===== config.mk =====
export PLATFORM = sky130hd
export DESIGN_NAME = rm_exec_unit
export DESIGN_NICKNAME = d
export VERILOG_FILES = /design/src/rtl/rm_exec_pkg.sv /design/src/rtl/rm_decode.sv /design/src/rtl/rm_regfile.sv /design/src/rtl/rm_alu.sv /design/src/rtl/rm_agu.sv /design/src/rtl/rm_exec_unit.sv
export SDC_FILE = /design/constraint.sdc
export NUM_CORES = 2
export LEC_CHECK = 0
export ABC_AREA = 1
export BUFFER_PORTS_ARGS = -buffer_cell sky130_fd_sc_hd__buf_2
export CAP_MARGIN = 20
export CORE_MARGIN = 2
export CORE_UTILIZATION = 51
export CTS_CLUSTER_DIAMETER = 50
export DETAILED_ROUTE_END_ITERATION = 10
export GPL_ROUTABILITY_DRIVEN = 0
export PLACE_DENSITY = 0.69
export SLEW_MARGIN = 5
export SYNTH_ARGS = -nofsm -noshare
export SYNTH_HDL_FRONTEND = slang
export SYNTH_HIERARCHICAL = 1
export SYNTH_SLANG_ARGS = --single-unit

===== constraint.sdc =====
create_clock -name clk_i -period 5.2 [get_ports clk_i]
set_clock_uncertainty 0.1 [all_clocks]
set_input_delay 0.52 -clock clk_i [delete_from_list [all_inputs] [get_ports clk_i]]
set_output_delay 0.52 -clock clk_i [all_outputs]
set_load 0.05 [all_outputs]

===== src/rtl/rm_exec_pkg.sv =====
package rm_exec_pkg;

  localparam logic [3:0] OPC_LDI = 4'h0;
  localparam logic [3:0] OPC_LDO = 4'h1;
  localparam logic [3:0] OPC_LDX = 4'h2;
  localparam logic [3:0] OPC_STO = 4'h3;
  localparam logic [3:0] OPC_STX = 4'h4;
  localparam logic [3:0] OPC_ALU = 4'h6;
  localparam logic [3:0] OPC_SHF = 4'h7;
  localparam logic [3:0] OPC_SYS = 4'hf;

  typedef enum logic [2:0] {K_NOP, K_REG, K_LOAD, K_STORE, K_HALT} kind_e;

  typedef enum logic [3:0] {
    F_EXT, F_MOV, F_ADD, F_AND, F_INC1, F_INC4, F_DEC1, F_DEC4, F_NOT, F_SHF
  } fn_e;

  typedef struct packed {
    kind_e      kind;
    fn_e        fn;
    logic       indexed;
    logic       legal;
    logic [3:0] ra;   // base / first source
    logic [3:0] rb;   // index / second source
    logic [3:0] rc;   // store data
    logic [3:0] rd;   // destination
  } dec_t;

endpackage


===== src/rtl/rm_decode.sv =====
module rm_decode
  import rm_exec_pkg::*;
#(
  parameter int unsigned NREG = 8
) (
  input  logic [3:0] opc_i,
  input  logic [3:0] op0_i,
  input  logic [3:0] op1_i,
  input  logic [3:0] op2_i,
  output dec_t       dec_o
);

  logic bad, u0, u1, u2;

  always_comb begin
    dec_o         = '0;
    dec_o.kind    = K_NOP;
    dec_o.fn      = F_EXT;
    bad           = 1'b0;
    {u0, u1, u2}  = 3'b000;
    case (opc_i)
      OPC_LDI: begin
        dec_o.kind = K_REG; dec_o.rd = op0_i; u0 = 1'b1;
      end
      OPC_LDO: begin
        dec_o.kind = K_LOAD; dec_o.ra = op1_i; dec_o.rd = op2_i;
        {u1, u2} = 2'b11;
      end
      OPC_LDX: begin
        dec_o.kind = K_LOAD; dec_o.indexed = 1'b1;
        dec_o.ra = op0_i; dec_o.rb = op1_i; dec_o.rd = op2_i;
        {u0, u1, u2} = 3'b111;
      end
      OPC_STO: begin
        dec_o.kind = K_STORE; dec_o.ra = op2_i; dec_o.rc = op0_i;
        {u0, u2} = 2'b11;
      end
      OPC_STX: begin
        dec_o.kind = K_STORE; dec_o.indexed = 1'b1;
        dec_o.ra = op1_i; dec_o.rb = op2_i; dec_o.rc = op0_i;
        {u0, u1, u2} = 3'b111;
      end
      OPC_ALU: begin
        dec_o.kind = K_REG; dec_o.rd = op2_i; dec_o.rb = op2_i; u2 = 1'b1;
        dec_o.ra = op2_i;
        case (op0_i)
          4'd0: begin dec_o.fn = F_MOV; dec_o.ra = op1_i; u1 = 1'b1; end
          4'd1: begin dec_o.fn = F_ADD; dec_o.ra = op1_i; u1 = 1'b1; end
          4'd2: begin dec_o.fn = F_AND; dec_o.ra = op1_i; u1 = 1'b1; end
          4'd3: dec_o.fn = F_INC1;
          4'd4: dec_o.fn = F_INC4;
          4'd5: dec_o.fn = F_DEC1;
          4'd6: dec_o.fn = F_DEC4;
          4'd7: dec_o.fn = F_NOT;
          default: bad = 1'b1;
        endcase
      end
      OPC_SHF: begin
        dec_o.kind = K_REG; dec_o.fn = F_SHF;
        dec_o.ra = op0_i; dec_o.rd = op0_i; u0 = 1'b1;
      end
      OPC_SYS: dec_o.kind = (op0_i == 4'd0) ? K_HALT : K_NOP;
      default: bad = 1'b1;
    endcase
    dec_o.legal = !bad
                  && !(u0 && (int'(op0_i) >= int'(NREG)))
                  && !(u1 && (int'(op1_i) >= int'(NREG)))
                  && !(u2 && (int'(op2_i) >= int'(NREG)));
  end

endmodule


===== src/rtl/rm_regfile.sv =====
module rm_regfile #(
  parameter int unsigned NREG   = 8,
  parameter int unsigned DATA_W = 32,
  localparam int unsigned IDX_W = $clog2(NREG)
) (
  input  logic              clk_i,
  input  logic              rst_ni,
  input  logic [IDX_W-1:0]  ra_i,
  input  logic [IDX_W-1:0]  rb_i,
  input  logic [IDX_W-1:0]  rc_i,
  output logic [DATA_W-1:0] a_o,
  output logic [DATA_W-1:0] b_o,
  output logic [DATA_W-1:0] c_o,
  input  logic              we_i,
  input  logic [IDX_W-1:0]  waddr_i,
  input  logic [DATA_W-1:0] wdata_i
);

  logic [DATA_W-1:0] regs_q [NREG];

  for (genvar g = 0; g < NREG; g++) begin : g_reg
    always_ff @(posedge clk_i or negedge rst_ni) begin
      if (!rst_ni)                                  regs_q[g] <= '0;
      else if (we_i && (waddr_i == IDX_W'(g)))      regs_q[g] <= wdata_i;
    end
  end

  assign a_o = regs_q[ra_i];
  assign b_o = regs_q[rb_i];
  assign c_o = regs_q[rc_i];

endmodule


===== src/rtl/rm_alu.sv =====
module rm_alu
  import rm_exec_pkg::*;
#(
  parameter int unsigned DATA_W = 32
) (
  input  fn_e               fn_i,
  input  logic [DATA_W-1:0] a_i,
  input  logic [DATA_W-1:0] b_i,
  input  logic [7:0]        imm_i,
  input  logic [DATA_W-1:0] ext_i,
  output logic [DATA_W-1:0] res_o
);

  logic       shl;
  logic [8:0] ramt;

  assign shl  = !imm_i[7] && (imm_i != 8'd0);
  assign ramt = 9'd0 - {imm_i[7], imm_i};   // magnitude for zero/negative

  always_comb begin
    case (fn_i)
      F_EXT:   res_o = ext_i;
      F_MOV:   res_o = a_i;
      F_ADD:   res_o = a_i + b_i;
      F_AND:   res_o = a_i & b_i;
      F_INC1:  res_o = a_i + DATA_W'(1);
      F_INC4:  res_o = a_i + DATA_W'(4);
      F_DEC1:  res_o = a_i - DATA_W'(1);
      F_DEC4:  res_o = a_i - DATA_W'(4);
      F_NOT:   res_o = ~a_i;
      F_SHF:   res_o = shl ? (a_i << imm_i[6:0])
                           : DATA_W'($signed(a_i) >>> ramt);
      default: res_o = '0;
    endcase
  end

endmodule


===== src/rtl/rm_agu.sv =====
module rm_agu #(
  parameter int unsigned DATA_W = 32
) (
  input  logic [DATA_W-1:0] base_i,
  input  logic [DATA_W-1:0] idx_i,
  input  logic [3:0]        offs_i,
  input  logic              indexed_i,
  output logic [DATA_W-1:0] addr_o
);

  logic [DATA_W-1:0] disp;

  assign disp   = indexed_i ? (idx_i << 2) : DATA_W'({offs_i, 2'b00});
  assign addr_o = base_i + disp;

endmodule


===== src/rtl/rm_exec_unit.sv =====
module rm_exec_unit
  import rm_exec_pkg::*;
#(
  parameter int unsigned NREG   = 8,
  parameter int unsigned DATA_W = 32,
  localparam int unsigned IDX_W = $clog2(NREG)
) (
  input  logic              clk_i,
  input  logic              rst_ni,
  input  logic              start_i,
  input  logic [3:0]        opcode_i,
  input  logic [3:0]        op0_i,
  input  logic [3:0]        op1_i,
  input  logic [3:0]        op2_i,
  input  logic [7:0]        imm_i,
  input  logic [DATA_W-1:0] ext_i,
  input  logic [DATA_W-1:0] mem_rdata_i,
  output logic              reg_we_o,
  output logic [IDX_W-1:0]  reg_waddr_o,
  output logic [DATA_W-1:0] reg_wdata_o,
  output logic              mem_req_o,
  output logic              mem_we_o,
  output logic [DATA_W-1:0] mem_addr_o,
  output logic [DATA_W-1:0] mem_wdata_o,
  output logic              done_o,
  output logic              halt_o,
  output logic              illegal_o
);

  typedef enum logic [1:0] {S_IDLE, S_EXEC, S_LWB} state_e;

  state_e            st_q, st_d;
  logic              halted_q;
  logic [3:0]        opc_q, op0_q, op1_q, op2_q;
  logic [7:0]        imm_q;
  logic [DATA_W-1:0] ext_q;
  dec_t              dec;
  logic [DATA_W-1:0] a, b, c, alu_res, addr;
  logic              exec, wb, accept, is_load, is_store;

  assign accept = (st_q == S_IDLE) && start_i && !halted_q;

  always_ff @(posedge clk_i or negedge rst_ni) begin
    if (!rst_ni) begin
      opc_q <= '0; op0_q <= '0; op1_q <= '0; op2_q <= '0;
      imm_q <= '0; ext_q <= '0;
    end else if (accept) begin
      opc_q <= opcode_i; op0_q <= op0_i; op1_q <= op1_i; op2_q <= op2_i;
      imm_q <= imm_i;    ext_q <= ext_i;
    end
  end

  rm_decode #(.NREG(NREG)) i_decode (
    .opc_i(opc_q), .op0_i(op0_q), .op1_i(op1_q), .op2_i(op2_q), .dec_o(dec)
  );

  rm_regfile #(.NREG(NREG), .DATA_W(DATA_W)) i_regfile (
    .clk_i, .rst_ni,
    .ra_i(dec.ra[IDX_W-1:0]), .rb_i(dec.rb[IDX_W-1:0]), .rc_i(dec.rc[IDX_W-1:0]),
    .a_o(a), .b_o(b), .c_o(c),
    .we_i(reg_we_o), .waddr_i(reg_waddr_o), .wdata_i(reg_wdata_o)
  );

  rm_alu #(.DATA_W(DATA_W)) i_alu (
    .fn_i(dec.fn), .a_i(a), .b_i(b), .imm_i(imm_q), .ext_i(ext_q), .res_o(alu_res)
  );

  // base+offset forms carry the word offset in op0 (load) or op1 (store)
  rm_agu #(.DATA_W(DATA_W)) i_agu (
    .base_i(a), .idx_i(b), .offs_i(dec.kind == K_LOAD ? op0_q : op1_q),
    .indexed_i(dec.indexed), .addr_o(addr)
  );

  assign exec     = (st_q == S_EXEC);
  assign wb       = (st_q == S_LWB);
  assign is_load  = dec.legal && (dec.kind == K_LOAD);
  assign is_store = dec.legal && (dec.kind == K_STORE);

  assign reg_we_o    = wb || (exec && dec.legal && (dec.kind == K_REG));
  assign reg_waddr_o = dec.rd[IDX_W-1:0];
  assign reg_wdata_o = wb ? mem_rdata_i : alu_res;
  assign mem_req_o   = exec && (is_load || is_store);
  assign mem_we_o    = exec && is_store;
  assign mem_addr_o  = addr;
  assign mem_wdata_o = c;
  assign done_o      = wb || (exec && !is_load);
  assign illegal_o   = exec && !dec.legal;
  assign halt_o      = halted_q;

  always_comb begin
    st_d = st_q;
    case (st_q)
      S_IDLE:  if (accept) st_d = S_EXEC;
      S_EXEC:  st_d = is_load ? S_LWB : S_IDLE;
      default: st_d = S_IDLE;
    endcase
  end

  always_ff @(posedge clk_i or negedge rst_ni) begin
    if (!rst_ni) begin
      st_q     <= S_IDLE;
      halted_q <= 1'b0;
    end else begin
      st_q <= st_d;
      if (exec && dec.legal && (dec.kind == K_HALT)) halted_q <= 1'b1;
    end
  end

  a_r3_load_writes_next: assert property (@(posedge clk_i) disable iff (!rst_ni)
    (mem_req_o && !mem_we_o) |=> (reg_we_o && done_o && !mem_req_o));

  a_r4_store_completes: assert property (@(posedge clk_i) disable iff (!rst_ni)
    (mem_req_o && mem_we_o) |-> (done_o && !reg_we_o));

  a_r11_illegal_quiet: assert property (@(posedge clk_i) disable iff (!rst_ni)
    illegal_o |-> (done_o && !reg_we_o && !mem_req_o));

  a_r9_halt_sticky: assert property (@(posedge clk_i) disable iff (!rst_ni)
    halt_o |=> halt_o);

  a_r9_halt_inert: assert property (@(posedge clk_i) disable iff (!rst_ni)
    halt_o |-> (!done_o && !reg_we_o && !mem_req_o));

  a_r12_single_done: assert property (@(posedge clk_i) disable iff (!rst_ni)
    done_o |=> !done_o);

endmodule


==> impl_metrics.py <==
metrics = {
    "global_route": {
        "grt_overflow_total": 0,
        "grt_start_max_net_pins": 129,
        "grt_usage_pct": 42.49,
        "antenna_found_initial": 4,
        "first_global_vias": 38190,
        "grt_pass1_wl_um": 219700,
    },
    "floorplanning": {
        "num_io_pins": 196,
        "dieArea_mm2": 0.06590,
        "die_h_um": 256.7,
        "start_util_pct": 51.63,
        "core_mm2": 0.06308,
        "rows": 92,
        "fp.dieW_um": 256.7,
    },
    "critical_path": {
        "cp_data_arrival_time_ns": 6.09,
        "max_stage_delay_ns": 0.42,
        "end_kind": "output port",
        "critPathMaxFanout": 8,
        "path_class": "reg2out",
        "required_ns": 4.58,
        "cp_slowest_cell": "dfrtp_2",
        "cp-start-kind": "register",
    },
    "detailed_routing": {
        "routed-via-count": 42388,
        "drtPass1Iterations": 11,
        "drc": 1,
        "drtAntennaViolNets": 0,
        "maxUsedRoutingLayer": "met5",
        "drt_iter0_drc": 6103,
        "wl_met1_um": 54810,
        "wl_met3_um": 21590,
        "viasPerCell": 5.839,
        "wirelength_um": 146700,
        "wl_per_cell_um": 20.20,
        "wl_met2_um": 60000,
    },
    "run_status": {
        "status": "finished with violations",
        "violations": "DRC, setup timing",
    },
    "clock_tree": {
        "cts_buffer_depth": 3,
        "clk_latency_ns": 0.65,
        "root_buffer": "clkbuf_16",
        "clk_pin_slew_ns": 0.06,
        "cts_tree": "done",
        "cts_max_level": 2,
        "cts_buffers": 46,
        "cts.sinks": 315,
    },
    "final_layout": {
        "stdcell_count": 7259,
        "nets": 6558,
        "drive_above_1_share_pct": 20.92,
        "fin_area_mm2": 0.04213,
        "syn2layout_area_growth_pct": 29.34,
    },
    "logic_synthesis": {
        "synthCells": 5763,
        "syn_nets": 5948,
        "syn-cell-area_mm2": 0.03257,
        "yosys_warnings": 6,
        "synth_area_per_cell_um2": 5.652,
    },
    "timing": {
        "fin_crit_ns": 6.714,
        "rsz0062_at_grt": "true",
        "slew_viol_final": 0,
        "slew_headroom_pct": 27.93,
        "min_period_over_period_pct": 129.1,
        "fin_ws_ns": -1.514,
        "max_freq_mhz": 149.0,
        "setup_viol": 264,
        "finalHoldViolations": 0,
        "fin_hold_ws_ns": 0.05553,
        "worstMarginPinSlew_ns": 1.081,
    },
    "hold_path": {
        "hp-class": "in2reg",
    },
    "placement": {
        "port-buffer-count": 195,
        "placed_area_mm2": 0.03834,
        "place_inst": 7092,
        "hpwlAfterDp_um": 104700,
    },
    "job": {
        "cap_violations": 0,
    },
}
placed cells by master, fill, tap and decap left out, types with 8 or more instances in the layout:
master / n
a21oi_1: 145
a21oi_2: 34
a31oi_1: 26
buf_12: 30
buf_2: 159
buf_4: 632
buf_6: 37
buf_8: 9
clkbuf_16: 46
clkinv_1: 9
clkinvlp_4: 12
dfrtp_1: 311
ha_1: 81
inv_1: 581
inv_2: 28
mux2i_1: 8
nand2_1: 2321
nand2_2: 95
nand2_4: 27
nand3_1: 736
nand3_2: 25
nand3b_1: 8
nand4_1: 36
nor2_1: 180
nor2_2: 26
nor2_4: 27
nor3_1: 13
o2111ai_1: 11
o211ai_1: 28
o21a_1: 15
o21ai_0: 374
o21ai_1: 68
o21ai_2: 23
o21bai_1: 8
o221ai_1: 9
o22ai_1: 15
or2_2: 12
xor2_1: 22
path summary, 6_finish.rpt:
| path | depth (start not counted) | start | slack (ns) | endpoint |
|---|---|---|---|---|
| max | 39 | opc_q[2]$_DFFE_PN0P_ | -1.51 | reg_wdata_o[29] |
| min | 3 | opcode_i[2] | 0.06 | opc_q[2]$_DFFE_PN0P_ |
| max reg2reg | 41 | opc_q[2]$_DFFE_PN0P_ | -0.77 | i_regfile/regs_q[247]$_DFFE_PN0P_ |
| min reg2reg | 2 | op2_q[3]$_DFFE_PN0P_ | 0.38 | op2_q[3]$_DFFE_PN0P_ |
| max in group asynchronous | 3 | rst_ni | 3.33 | i_regfile/regs_q[31]$_DFFE_PN0P_ |
| min in group asynchronous | 2 | rst_ni | 0.46 | i_regfile/regs_q[107]$_DFFE_PN0P_ |
cell type report:
cell class / instances / area [µm²]
multi-input combinational: 4496 / 22160
clock inverter: 27 / 372.9
timing repair buffer: 878 / 6938
fill: 5912 / 20950
timing repair inverter: 1 / 6.256
tap: 846 / 1059
sequential: 315 / 7888
inverter: 635 / 2451
clock buffer: 58 / 1246
antenna: 3 / 7.507
registers in the layout, indices dropped and copies added, names as in the netlist:
name	flops
ext_q	32
halt_o	1
i_regfile/regs_q	256
imm_q	8
op0_q	4
op1_q	4
op2_q	4
opc_q	4
st_q	2
routing by layer:
metal | vias up | global-route usage, %
li1 | 19725 | -
met1 | 19157 | 54.41
met2 | 2864 | 61.52
met3 | 638 | 15.32
met4 | 4 | 24.42
met5 | - | 0
through the flow:
step	utilization [%]	worst slack [ns]	TNS, ns
detailed placement	60.77	-0.8728	-92.55
floorplan	-	-0.05311	-0.1193
global placement	60.73	-0.6864	-68.34
finish	66.78	-1.514	-138.52
CTS	65.67	-1.205	-74.28
global route	66.77	-1.751	-209.88
repair_timing:
item                       4_1_cts  5_1_grt
hold endpoints to repair       107        0
buffers inserted                54       21
pin swaps                       96       78
hold buffers                     1        0
cloned                           6        1
gates resized for setup        295      170
setup endpoints to repair      285      310
worst max-delay path: cells and delay by family, from the launching register on:
family,cells,cell delay (ns)
and+or+nand+nor,26,2.98
buffers and inverters,8,0.99
AOI/OAI and AO/OA,3,0.55
DFF,1,0.42
adders and majority gates,1,0.39
xor gates and xnor gates,1,0.17
Power is left out: the tool's default activity adds up to more than one toggle a clock period on the data nets, which glitch-free logic cannot reach.
